$ cat src/rtl/pps_pkg.sv
package pps_pkg;
  localparam int unsigned PH_W   = 8;
  localparam int unsigned AD_W   = 4;
  localparam int unsigned TRIM_SRC = PH_W - 2;          // 90-degree bit
  localparam int unsigned WORD_W = PH_W + 1 + AD_W;

  typedef enum logic [1:0] {
    ST_IDLE  = 2'd0,
    ST_SHIFT = 2'd1,
    ST_LATCH = 2'd2,
    ST_QUIET = 2'd3
  } xfer_state_t;

  // Program word as it leaves the shifter, bit 0 first on the wire.
  function automatic logic [WORD_W-1:0] build_word(input logic [PH_W-1:0] ph,
                                                   input logic [AD_W-1:0] ad);
    return {ad, ph[TRIM_SRC], ph};
  endfunction
endpackage

$ cat src/rtl/pps_tick.sv
module pps_tick #(
  parameter int unsigned DIV_W = 8
) (
  input  logic             clk,
  input  logic             rst_n,
  input  logic             run,
  input  logic [DIV_W-1:0] half_div,
  output logic             tick
);
  logic [DIV_W-1:0] cnt;

  assign tick = run && (cnt == half_div);

  always_ff @(posedge clk or negedge rst_n) begin
    if (!rst_n)            cnt <= '0;
    else if (!run || tick) cnt <= '0;
    else                   cnt <= cnt + 1'b1;
  end

  // the half-period counter never passes its limit
  assert_tick_bound_R5: assert property (@(posedge clk) disable iff (!rst_n)
    run && $stable(half_div) |-> cnt <= half_div);
endmodule

$ cat src/rtl/pps_gap.sv
module pps_gap #(
  parameter int unsigned GAP_W = 16
) (
  input  logic             clk,
  input  logic             rst_n,
  input  logic             run,
  input  logic [GAP_W-1:0] limit,
  output logic             done
);
  logic [GAP_W-1:0] cnt;

  assign done = run && (cnt == limit);

  always_ff @(posedge clk or negedge rst_n) begin
    if (!rst_n)            cnt <= '0;
    else if (!run || done) cnt <= '0;
    else                   cnt <= cnt + 1'b1;
  end

  // the quiet interval ends exactly at its limit
  assert_gap_bound_R9: assert property (@(posedge clk) disable iff (!rst_n)
    run && $stable(limit) |-> cnt <= limit);
endmodule

$ cat src/rtl/pps_xfer.sv
module pps_xfer
  import pps_pkg::*;
(
  input  logic              clk,
  input  logic              rst_n,
  input  logic              start,
  input  logic [AD_W-1:0]   unit_addr,
  input  logic [PH_W-1:0]   phase_state,
  input  logic              readback_en,
  input  logic              tick,
  input  logic              gap_done,
  input  logic              sdo_in,
  output logic              tick_run,
  output logic              gap_run,
  output logic              sclk,
  output logic              sdata,
  output logic              sle,
  output logic              busy,
  output logic              rb_valid,
  output logic [WORD_W-1:0] rb_word
);
  localparam int unsigned CNT_W = $clog2(WORD_W + 1);
  localparam logic [CNT_W-1:0] BIT_LAST = CNT_W'(WORD_W - 1);
  localparam logic [CNT_W-1:0] BIT_D6   = CNT_W'(TRIM_SRC);
  localparam logic [CNT_W-1:0] BIT_TRIM = CNT_W'(PH_W);

  xfer_state_t       st;
  logic [WORD_W-1:0] sh;
  logic [WORD_W-1:0] rb_sh;
  logic [WORD_W-1:0] new_word;
  logic [CNT_W-1:0]  bitn;
  logic              sclk_q, sd_q, rb_on, rb_v, le_half, d6_q;

  // named internal events
  logic accept_ev, rise_ev, fall_ev, last_bit;
  assign new_word  = build_word(phase_state, unit_addr);
  assign accept_ev = (st == ST_IDLE) && start;
  assign rise_ev   = (st == ST_SHIFT) && tick && !sclk_q;
  assign fall_ev   = (st == ST_SHIFT) && tick && sclk_q;
  assign last_bit  = (bitn == BIT_LAST);

  always_ff @(posedge clk or negedge rst_n) begin
    if (!rst_n) begin
      st      <= ST_IDLE;
      sh      <= '0;
      rb_sh   <= '0;
      bitn    <= '0;
      sclk_q  <= 1'b0;
      sd_q    <= 1'b0;
      rb_on   <= 1'b0;
      rb_v    <= 1'b0;
      le_half <= 1'b0;
    end else begin
      rb_v <= 1'b0;
      unique case (st)
        ST_IDLE: if (accept_ev) begin
          sh      <= new_word;
          sd_q    <= new_word[0];
          bitn    <= '0;
          rb_on   <= readback_en;
          le_half <= 1'b0;
          st      <= ST_SHIFT;
        end
        ST_SHIFT: begin
          if (rise_ev) sclk_q <= 1'b1;
          if (fall_ev) begin
            sclk_q <= 1'b0;
            if (rb_on) rb_sh <= {sdo_in, rb_sh[WORD_W-1:1]};
            sh   <= sh >> 1;
            bitn <= bitn + 1'b1;
            if (last_bit) begin
              sd_q <= 1'b0;
              rb_v <= rb_on;
              st   <= ST_LATCH;
            end else begin
              sd_q <= sh[1];
            end
          end
        end
        ST_LATCH: if (tick) begin
          if (le_half) st <= ST_QUIET;
          else         le_half <= 1'b1;
        end
        ST_QUIET: if (gap_done) st <= ST_IDLE;
        default: st <= ST_IDLE;
      endcase
    end
  end

  // trim-bit reference, taken from the wire at the 90-degree bit
  always_ff @(posedge clk or negedge rst_n) begin
    if (!rst_n)                       d6_q <= 1'b0;
    else if (rise_ev && bitn == BIT_D6) d6_q <= sd_q;
  end

  assign tick_run = (st == ST_SHIFT) || (st == ST_LATCH);
  assign gap_run  = (st == ST_QUIET);
  assign sclk     = sclk_q;
  assign sdata    = sd_q;
  assign sle      = (st == ST_LATCH);
  assign busy     = (st != ST_IDLE);
  assign rb_valid = rb_v;
  assign rb_word  = rb_sh;

  // idle lines are quiet
  assert_idle_quiet_R1: assert property (@(posedge clk) disable iff (!rst_n)
    !busy |-> !sclk && !sle && !rb_valid);
  // the trim bit on the wire repeats the 90-degree bit
  assert_trim_follows_R3: assert property (@(posedge clk) disable iff (!rst_n)
    rise_ev && bitn == BIT_TRIM |-> sd_q == d6_q);
  // data is held across the high phase of sclk
  assert_data_hold_R4: assert property (@(posedge clk) disable iff (!rst_n)
    sclk && $past(sclk) |-> $stable(sdata));
  // clock is parked low while the latch is open
  assert_le_clk_low_R6: assert property (@(posedge clk) disable iff (!rst_n)
    sle |-> !sclk);
  // readback strobe is a single cycle and lines up with the latch
  assert_valid_pulse_R7: assert property (@(posedge clk) disable iff (!rst_n)
    rb_valid |-> sle ##1 !rb_valid);
  // a start while busy does not restart the bit count
  assert_start_ignored_R10: assert property (@(posedge clk) disable iff (!rst_n)
    busy && start && !fall_ev |=> $stable(bitn));
endmodule

$ cat src/rtl/phase_prog_master.sv
module phase_prog_master
  import pps_pkg::*;
#(
  parameter int unsigned DIV_W = 8,
  parameter int unsigned GAP_W = 16
) (
  input  logic              clk,
  input  logic              rst_n,
  input  logic              start,
  input  logic [AD_W-1:0]   unit_addr,
  input  logic [PH_W-1:0]   phase_state,
  input  logic              readback_en,
  input  logic [DIV_W-1:0]  half_div,
  input  logic [GAP_W-1:0]  min_gap,
  input  logic              sdo_in,
  output logic              sclk,
  output logic              sdata,
  output logic              sle,
  output logic              busy,
  output logic              rb_valid,
  output logic [WORD_W-1:0] rb_word
);
  logic tick, tick_run, gap_run, gap_done;

  pps_tick #(.DIV_W(DIV_W)) u_tick (
    .clk(clk), .rst_n(rst_n), .run(tick_run), .half_div(half_div), .tick(tick)
  );

  pps_gap #(.GAP_W(GAP_W)) u_gap (
    .clk(clk), .rst_n(rst_n), .run(gap_run), .limit(min_gap), .done(gap_done)
  );

  pps_xfer u_xfer (
    .clk(clk), .rst_n(rst_n), .start(start), .unit_addr(unit_addr),
    .phase_state(phase_state), .readback_en(readback_en), .tick(tick),
    .gap_done(gap_done), .sdo_in(sdo_in), .tick_run(tick_run), .gap_run(gap_run),
    .sclk(sclk), .sdata(sdata), .sle(sle), .busy(busy), .rb_valid(rb_valid),
    .rb_word(rb_word)
  );

  // busy follows an idle-time start by one cycle
  assert_busy_after_start_R8: assert property (@(posedge clk) disable iff (!rst_n)
    !busy && start |=> busy);
endmodule

$ cat config.mk
export PLATFORM = sky130hd
export DESIGN_NAME = phase_prog_master
export DESIGN_NICKNAME = d
export VERILOG_FILES = /design/src/rtl/pps_pkg.sv /design/src/rtl/pps_tick.sv /design/src/rtl/pps_gap.sv /design/src/rtl/pps_xfer.sv /design/src/rtl/phase_prog_master.sv
export SDC_FILE = /design/constraint.sdc
export NUM_CORES = 1
export LEC_CHECK = 0
export ABC_AREA = 1
export ABC_CLOCK_PERIOD_IN_PS = 1650
export BUFFER_PORTS_ARGS = -buffer_cell sky130_fd_sc_hd__buf_2
export CORE_ASPECT_RATIO = 1.75
export CORE_MARGIN = 3
export CORE_UTILIZATION = 45
export CTS_CLUSTER_SIZE = 24
export DETAILED_ROUTE_END_ITERATION = 6
export PLACE_DENSITY = 0.75
export SYNTH_ARGS = -nofsm -noshare
export SYNTH_HDL_FRONTEND = slang
export SYNTH_SLANG_ARGS = --single-unit
$ cat constraint.sdc
create_clock -name clk -period 1.65 [get_ports clk]
set_clock_uncertainty 0.1 [all_clocks]
set_input_delay 0.33 -clock clk [delete_from_list [all_inputs] [get_ports clk]]
set_output_delay 0.33 -clock clk [all_outputs]
set_load 0.02 [all_outputs]
== Word-level counts from Yosys, hierarchy flattened ==
Index checks and enable logic that the tools add are counted.

* Bits in registers: 61
* Latch bits: 0
* Bits in writable memories: 0
* Memory bits (read-only): 0
* Output and inout port bits: 18
* Memories kept: 0

* $add $sub $neg: 3
* Multiply operators: 0
* Divide/modulo/power cells: 0
* Order comparisons: 0
* Equality and inequality tests: 12
* Shifts and indexed selects: 0
* Muxes and demuxes: 27
* Bitwise operators: 0
* Reduce and logical (&&, ||, !) cells: 23

{| class="wikitable"
|+ Operators by type and width
! kind !! count
|-
| $mux 13 || 2
|-
| $pmux 13 s2 || 1
|-
| $add 16x1->16 const B || 1
|-
| $eq 16x16->1 || 1
|-
| $mux 16 || 1
|-
| $mux 2 || 6
|-
| $mux 1 || 10
|-
| $ne 2x1->1 const B || 5
|-
| $reduce_and 3->1 || 3
|-
| $add 8x1->8 const B || 1
|-
| $eq 8x8->1 || 1
|-
| $mux 4 || 2
|-
| $mux 8 || 1
|-
| $pmux 2 s4 || 1
|-
| $pmux 4 s2 || 1
|-
| $reduce_bool 2->1 || 4
|-
| $logic_and 1x1->1 || 6
|-
| $reduce_and 6->1 || 1
|-
| $add 4x1->4 const B || 1
|-
| $eq 2x2->1 const B || 2
|-
| $eq 4x4->1 const B || 1
|-
| $pmux 1 s2 || 2
|-
| $reduce_and 2->1 || 2
|-
| $logic_not 1->1 || 3
|-
| 4 further kinds || 6
|}

== Longest topological paths before layout ==
Gate-level depths: netlist of run 1.

* Depth in word-level cells: 7
* Gate-level depth with buffers: 12
* Mapped depth without buffers: 12

== Cells and area by module ==
From an unflattened synthesis of run 1, not the netlist that was laid out.

* Cell total of the unflattened synthesis: 464
* Area total of the unflattened synthesis: 3430.8 um^2

{| class="wikitable"
|+ Modules (own cells, without submodules)
! module !! times used !! cells an instance !! area an instance (um^2)
|-
| pps_xfer || 1 || 214 || 1745.4
|-
| pps_gap || 1 || 179 || 1171.1
|-
| pps_tick || 1 || 71 || 514.2
|}

== Worst setup path after synthesis of run 1 ==
Ideal clock, no wire load.

* Path kind: reg-to-reg
* Start point: reg u_xfer.st[1]
* End point: reg u_xfer.sh[10]
* Setup time: 0.122 ns
* Arrival time: 1.474 ns
* Setup slack: -0.045 ns
* Stages on the path, launching flop included: 10
* Path buffers: 2
* Period minus slack after synthesis: 1.695 ns
* Cells stage by stage: dfrtp_1 inv_1 ha_1 clkbuf_8 inv_1 o21bai_2 nand3_2 buf_6 nand2_1 o21ai_2

* Longest elaborated chain between the ends: 7
* Elaborated cells between the ends (all ways): 13

{| class="wikitable"
|+ RTL lines
! element !! line !! RTL
|-
| start: declaration || pps_xfer.sv:27 || <nowiki>xfer_state_t st;</nowiki>
|-
| start signal: assignment || pps_xfer.sv:44 || <nowiki>st <= ST_IDLE;</nowiki>
|-
| start signal: assignment || pps_xfer.sv:62 || <nowiki>st <= ST_SHIFT;</nowiki>
|-
| start signal: assignment || pps_xfer.sv:74 || <nowiki>st <= ST_LATCH;</nowiki>
|-
| $eq 2x1->1 / $eq 2x2->1 (equally long branches) || pps_xfer.sv:39, pps_xfer.sv:55, pps_xfer.sv:96 ||
|-
| $logic_or 1x1->1 || pps_xfer.sv:96 || <nowiki>assign tick_run = (st == ST_SHIFT) || (st == ST_LATCH);</nowiki>
|-
| $logic_and 1x1->1 || pps_tick.sv:12 || <nowiki>assign tick = run && (cnt == half_div);</nowiki>
|-
| $logic_and 1x1->1 (2 in series) || pps_xfer.sv:39 || <nowiki>assign fall_ev = (st == ST_SHIFT) && tick && sclk_q;</nowiki>
|-
| $ne 2x1->1 (no source line) || n/a ||
|-
| $reduce_and 3->1 (no source line) || n/a ||
|-
| end signal: assignment || pps_xfer.sv:57 || <nowiki>sh <= new_word;</nowiki>
|-
| end signal: assignment || pps_xfer.sv:69 || <nowiki>sh <= sh >> 1;</nowiki>
|-
| end: declaration || pps_xfer.sv:28 || <nowiki>logic [WORD_W-1:0] sh;</nowiki>
|}

Several ways; a longest one is shown, not always the timed one.
A chain may end at the register's enable or synchronous reset.

== Worst setup path in the final report of run 1 ==
* Start point: reg u_tick.cnt[5]
* End point: reg u_xfer.sh[1]

* Longest elaborated chain between the ends: 6

{| class="wikitable"
|+ RTL lines
! element !! line !! RTL
|-
| start: declaration || pps_tick.sv:10 || <nowiki>logic [DIV_W-1:0] cnt;</nowiki>
|-
| start signal: assignment || pps_tick.sv:17 || <nowiki>else cnt <= cnt + 1'b1;</nowiki>
|-
| $eq 8x8->1 || pps_tick.sv:12 ||
|-
| $logic_and 1x1->1 || pps_tick.sv:12 ||
|-
| $logic_and 1x1->1 (2 in series) || pps_xfer.sv:39 ||
|-
| $ne 2x1->1 (no source line) || n/a ||
|-
| $reduce_and 3->1 (no source line) || n/a ||
|}

Every way passes these cells.

==> qor.csv, run 1 <==
stage,metric,value,unit
route,drc,0,
global_route,antenna_found_initial,0,
route,wl_per_cell,12.9,um
timing,period_minus_slack,1.76,ns
final_layout,fin_util,0.664,
timing,final-hold-violation-count,0,
timing,setup_viol,41,
timing,fmax,567,MHz
pwr,clock_power_share,0.292,
setup_path,r2r_setup_slack,-0.11,ns
final_layout,drive_gt1_frac,0.411,
route,dr.pass1.iters,4,
clock_network,cts.sinks,60,
synth,syn_avg_cell_area,7.89,um^2
synth,synth_cell_type_count,34,
clock_network,h-tree-depth,3,
setup_path,end_kind,flip-flop,
global_route,grt_usage,0.191,
final_layout,stdcell_area,0.00480,mm^2
synth,syn_nets,473,
setup_path,crit_arrival,1.88,ns
global_route,grt_first_pass_wirelength,13000,um
place,dp_hpwl,5500,um
timing,worst_pin_slew,0.399,ns
timing,fin_ws,-0.113,ns
clock_network,numCtsBuffers,9,
timing,period_share,1.07,
final_layout,antenna_cells,0,
worst_hold_path,hold_class,in -> reg,
synth,yosys_register_bits,60,
synth,syn_inst,424,
pwr,p_total,6.49,mW
pwr,power.density,1350,mW/mm^2
pwr,intPower,4.21,mW
pwr,p_seq_frac,0.292,
place,place_area,0.00404,mm^2
pwr,ir_drop,0.00100,V
floorplan,die_w,71.2,um
outcome,status,finished with violations,
final_layout,layout_commonest_cell,nand2_1,
global_route,grt_max_degree,32,
route,drt_iter0_drc,125,
place,gp_congestion,0.784,
floorplan,core,0.00723,mm^2
setup_path,crit_required,1.76,ns
floorplan,initial_core_util,0.462,
floorplan,die_h,120,um
clock_network,cts_tree,done,
clock_network,clock_path_buffers,2,
synth,syn_area,0.00334,mm^2
timing,final_max_slew_viol_count,0,
clock_network,root_buffer,clkbuf_16,
setup_path,critPathKind,reg -> reg,
floorplan,rows,41,
pwr,p_sw_frac,0.352,
place,pre_cts_ws,-0.181,ns
route,vias,3110,
timing,rsz0062_at_grt,true,
synth,ys_seq_area_frac,0.449,
floorplan,ioPinCount,59,
pwr,p_leak,2.46,nW
clock_network,path_clk_slew,0.06,ns
synth,yosys_warnings,0,
pwr,power.switching,2.28,mW
floorplan,dieArea,0.00854,mm^2
timing,slew_headroom,0.734,
setup_path,crit_fanout,16,
timing,holdWs,0.118,ns
route,viasPerCell,4.89,
final_layout,area_growth,43.7,%
global_route,grt_pass1_vias,3004,
outcome,violations,setup timing,
setup_path,cp-start-kind,flip-flop,
route,routed_wirelength,8230,um
pwr,combPwrFrac,0.416,
final_layout,layoutNonFillerInstCount,636,
flow_run,max_cap_violations,0,
global_route,grt-ovfl-total,0,
place,dp.cells,601,
clock_network,clk_latency,0.33,ns
place,portBuffers,58,
final_layout,nets,594,
timing,finalSetupTns,-3.11,ns
route,drtAntennaViolNets,0,
final_layout,final_cell_mix,"nand2_1, dfrtp_1, buf_2",
[what timing repair did]
action                     4_1_cts  5_1_grt
setup endpoints to repair       42       52
hold endpoints to repair        13        0
pin swaps                       14       19
setup buffers                    6       10
resized for setup               37       55
hold buffers                     1        0
gates cloned                     1        2
[worst max-delay path, cell delays in order, from the launching register on]
cell and delay [ns]:
dfrtp_1 0.40, inv_1 0.09, nand2_1 0.05, nand2_1 0.05, nand2_1 0.08, nor2_4 0.15, nand3_4 0.12, o21bai_4 0.16
nand3_4 0.13, buf_12 0.18, nand2_1 0.08, o21ai_2 0.06
[power groups by stage]
| stage | logic (mW) | clock network [mW] | registers (mW) |
|---|---|---|---|
| 2_1_floorplan | 1.50 | 0 | 1.89 |
| 3_3_place_gp | 2.05 | 0 | 1.89 |
| 3_5_place_dp | 2.11 | 0 | 1.91 |
| 4_1_cts | 2.32 | 1.93 | 1.89 |
| 5_1_grt | 2.95 | 2.00 | 1.92 |
| 6_report | 2.70 | 1.90 | 1.90 |
[cell type report]
class                      instances  area (um^2)
fill                             595         2430
multi-input combinational        298         1800
sequential                        60         1510
timing repair buffer             116          846
clock buffer                      12          256
inverter                          59          234
tap                               86          108
clock inverter                     4         47.5
timing repair inverter             1         7.51
[path summary, 6_finish.rpt]
path | startpoint | end | cells after the start
hold reg to reg | u_xfer.sh[11] | u_xfer.sh[11] | 2
min in group asynchronous | rst_n | u_xfer.sh[4] | 2
max in group asynchronous | rst_n | u_gap.cnt[2] | 3
setup / recovery | u_tick.cnt[5] | u_xfer.sh[1] | 11
hold / removal | sdo_in | u_xfer.rb_word[12] | 3
setup reg to reg | u_tick.cnt[5] | u_xfer.sh[1] | 11
[synth_stat cells, drive strengths merged]
master,n,area share
o21bai,3,0.0079
mux2i,9,0.027
or2,1,0.0019
nor4,2,0.0056
clkbuf,2,0.0052
xnor2,5,0.013
and3,1,0.0019
o21ai,26,0.056
nand2,155,0.18
nand3,20,0.038
a21oi,18,0.028
nor2,36,0.051
ha,8,0.030
dfrtp,60,0.45
nor3b,2,0.0045
inv,59,0.066
buf,5,0.015
a31oi,1,0.0019
xor2,3,0.0079
nor3,8,0.012
[cell families after synthesis]
| kind of cell | after synthesis | synth area share |
|---|---|---|
| xor+xnor | 8 | 0.0210 |
| buf+inv | 66 | 0.0864 |
| mux | 9 | 0.0269 |
| flops | 60 | 0.449 |
| fa+ha+maj | 8 | 0.0299 |
| compound gates | 48 | 0.0935 |
| simple gates | 225 | 0.293 |
[metal layers]
| metal | part of all wire | GRT usage | up-vias | routed length (um) |
|---|---|---|---|---|
| li1 | - | - | 1570 | - |
| met1 | 0.39 | 0.214 | 1453 | 3200 |
| met2 | 0.55 | 0.328 | 72 | 4510 |
| met3 | 0.046 | 0.0520 | 15 | 375 |
| met4 | 0.018 | 0.0882 | 0 | 148 |
| met5 | 0 | 0 | - | 0 |
[flip-flops by register name, summed over array words and instances, names as in the netlist]
| register | count |
|---|---|
| u_xfer.rb_word | 13 |
| u_gap.cnt | 16 |
| u_xfer.sh | 12 |
| u_xfer.rb_on | 1 |
| u_xfer.st | 2 |
| u_xfer.sdata | 1 |
| u_xfer.le_half | 1 |
| u_tick.cnt | 8 |
| u_xfer.sclk | 1 |
| u_xfer.rb_valid | 1 |
| u_xfer.bitn | 4 |
Note: power is estimated with default switching activity, not from simulation.
==> run 2, diff against run 1 <==
==> constraint.sdc (replaced) <==
create_clock -name clk -period 1.65 [get_ports clk]
set_clock_uncertainty 0.1 [all_clocks]
set_input_delay 0.2475 -clock clk [delete_from_list [all_inputs] [get_ports clk]]
set_output_delay 0.2475 -clock clk [all_outputs]
set_load 0.02 [all_outputs]
==> run 2 against run 1 <==
  * Die area is the same
  * Non-clock buffer count is 1 higher
  * First-iteration DRC count grew 27%
  * Register-to-register slack about the same
  * Total power is 1.9% higher
  * Via count up 0.13%
  * The run still ends with setup timing left
  * Combinational power rose by 2%
  * Core utilization shrank 0.26 points
  * Cell count is 0.16% higher
  * Critical endpoint is now u_xfer.rb_word[11]
  * Sequential share of layout area up 0.071 points
  * Setup slack improved by 0.011 ns
==> qor.csv, run 2 (synthesis results as in run 1) <==
stage,metric,value,unit,change
outcome,status,finished with violations,,
outcome,violations,setup timing,,
clock_network,cts_tree,done,,
timing,rsz0062_at_grt,true,,
global_route,grt_first_pass_wirelength,12400,um,-4.4%
route,dr.pass1.iters,5,,+1
setup_path,crit_path_start,u_tick.cnt[6],,
clock_network,numCtsBuffers,9,,unchanged
setup_path,slowest_stage,dfrtp_1,,
final_layout,area_growth,43.1,%,
final_layout,multi_input_area,0.00180,mm^2,-0.21%
global_route,grt_max_degree,61,,+91%
setup_path,cp-start-kind,flip-flop,,
route,wl_per_cell,13.0,um,+0.17%
setup_path,max_stage_delay,0.38,ns,-0.02 ns
clock_network,cts.sinks,60,,unchanged
timing,setup_viol,46,,+12%
setup_path,end_kind,flip-flop,,
timing,worst_pin_slew,0.328,ns,-0.0714 ns
final_layout,n_fill_cell,575,,-3.4%
floorplan,initial_core_util,0.462,,unchanged
timing,holdWs,0.0342,ns,-0.0843 ns
global_route,antenna_found_initial,0,,unchanged
route,drt_iter0_drc,159,,+27%
flow_run,max_cap_violations,0,,unchanged
timing,period_minus_slack,1.75,ns,-0.0106 ns
clock_network,root_buffer,clkbuf_16,,
timing,final_max_slew_viol_count,0,,unchanged
clock_network,h-tree-depth,3,,unchanged
place,dp_hpwl,5290,um,-3.7%
clock_network,clk_latency,0.32,ns,about the same
timing,final-hold-violation-count,0,,unchanged
floorplan,die_h,120,um,unchanged
setup_path,crit_required,1.75,ns,about the same
setup_path,crit_family,simple AND/OR/NAND/NOR gates,,
global_route,grt-ovfl-total,0,,unchanged
floorplan,ioPinCount,59,,unchanged
final_layout,final_cell_mix,"nand2_1, dfrtp_1, buf_2",,
floorplan,rows,41,,unchanged
timing,fmax,571,MHz,+0.60%
floorplan,core,0.00723,mm^2,unchanged
setup_path,worst-path-buf-inv,1,,-1
pwr,p_total,6.61,mW,+1.9%
place,place_area,0.00403,mm^2,-0.25%
floorplan,dieArea,0.00854,mm^2,unchanged
setup_path,crit_fanout,6,,-10
final_layout,nets,595,,+0.17%
worst_hold_path,hold_start,start,,
place,portBuffers,58,,unchanged
final_layout,stdcell_area,0.00479,mm^2,-0.39%
route,drc,0,,unchanged
final_layout,layoutNonFillerInstCount,637,,+0.16%
global_route,grt_pass1_vias,2946,,-1.9%
final_layout,largest_register_ffs,16,,unchanged
final_layout,regMostFlops,u_gap.cnt,,
timing,period_share,1.06,,-0.00640
setup_path,crit_arrival,1.85,ns,-0.03 ns
final_layout,layout_commonest_cell,nand2_1,,
floorplan,die_w,71.2,um,unchanged
timing,finalSetupTns,-2.68,ns,+0.433 ns
pwr,power.density,1380,mW/mm^2,+2.3%
final_layout,seqCellArea,0.00150,mm^2,-0.17%
final_layout,drive_gt1_frac,0.385,,-0.0262
route,drtAntennaViolNets,0,,unchanged
clock_network,path_clk_slew,0.05,ns,about the same
final_layout,antenna_cells,0,,unchanged
place,dp.cells,603,,+0.33%
clock_network,clock_path_buffers,2,,unchanged
route,viasPerCell,4.89,,about the same
pwr,p_leak,2.52,nW,+2.4%
timing,slew_headroom,0.781,,+0.0476
global_route,grt_usage,0.179,,-0.0121
setup_path,critPathKind,reg -> reg,,
setup_path,crit_chain,xnor2_1 > nand2_1 > nor2_4 > nand3_4 > nor2_4 > nand3_4 > buf_4 > nand2_1 > o21ai_0,,
pwr,ir_drop,0.00106,V,+6.0%
place,gp_congestion,0.781,,-0.38%
setup_path,r2r-start,u_tick.cnt[6],,
worst_hold_path,hold_class,in -> reg,,
route,vias,3114,,+0.13%
timing,fin_ws,-0.102,ns,+0.0106 ns
route,routed_wirelength,8260,um,+0.33%
[run 2: timing repair]
action,in CTS,in global routing
cloned,0,3
pin swaps,4,31
resized for setup,21,57
endpoints found under the hold margin,60,0
hold buffers,1,0
setup buffers,4,11
endpoints found under the setup margin,43,53
[run 2: per-stage QoR]
step | setup WS [ns] | utilization
finish | -0.102 | 0.662
detailed placement | -0.121 | 0.557
global route | -0.239 | 0.662
floorplan | 0.00134 | -
global placement | -0.107 | 0.557
CTS | -0.0681 | 0.615
[run 2: layout make-up]
class | instances | share of cell area
sequential | 60 | 0.314
multi-input combinational | 298 | 0.375
timing repair buffer | 117 | 0.172
clock inverter | 7 | 0.0191
clock buffer | 9 | 0.0471
tap | 86 | 0.0225
inverter | 59 | 0.0481
timing repair inverter | 1 | 0.00157
[run 2: worst paths after layout]
path	to	slack, ns	cells past startpoint
min in group asynchronous	u_xfer.rb_word[6]	0.37	3
max in group asynchronous	u_gap.cnt[2]	0.79	3
min reg2reg	u_xfer.sh[3]	0.39	2
max	u_xfer.rb_word[11]	-0.10	9
max reg2reg	u_xfer.rb_word[11]	-0.10	9
min	u_xfer.rb_on	0.03	2
[run 2: where the power goes]
group,internal [mW],switching (mW)
Clock,1.31,0.650
Combinational,1.27,1.48
Sequential,1.73,0.178
[run 2: metal layers]
metal / vias to the layer above / GRT usage / wire length (um)
met5: - / 0 / 0
met4: 0 / 0.0624 / 181
met3: 16 / 0.0386 / 271
met2: 60 / 0.323 / 4610
met1: 1471 / 0.202 / 3190
li1: 1567 / - / -
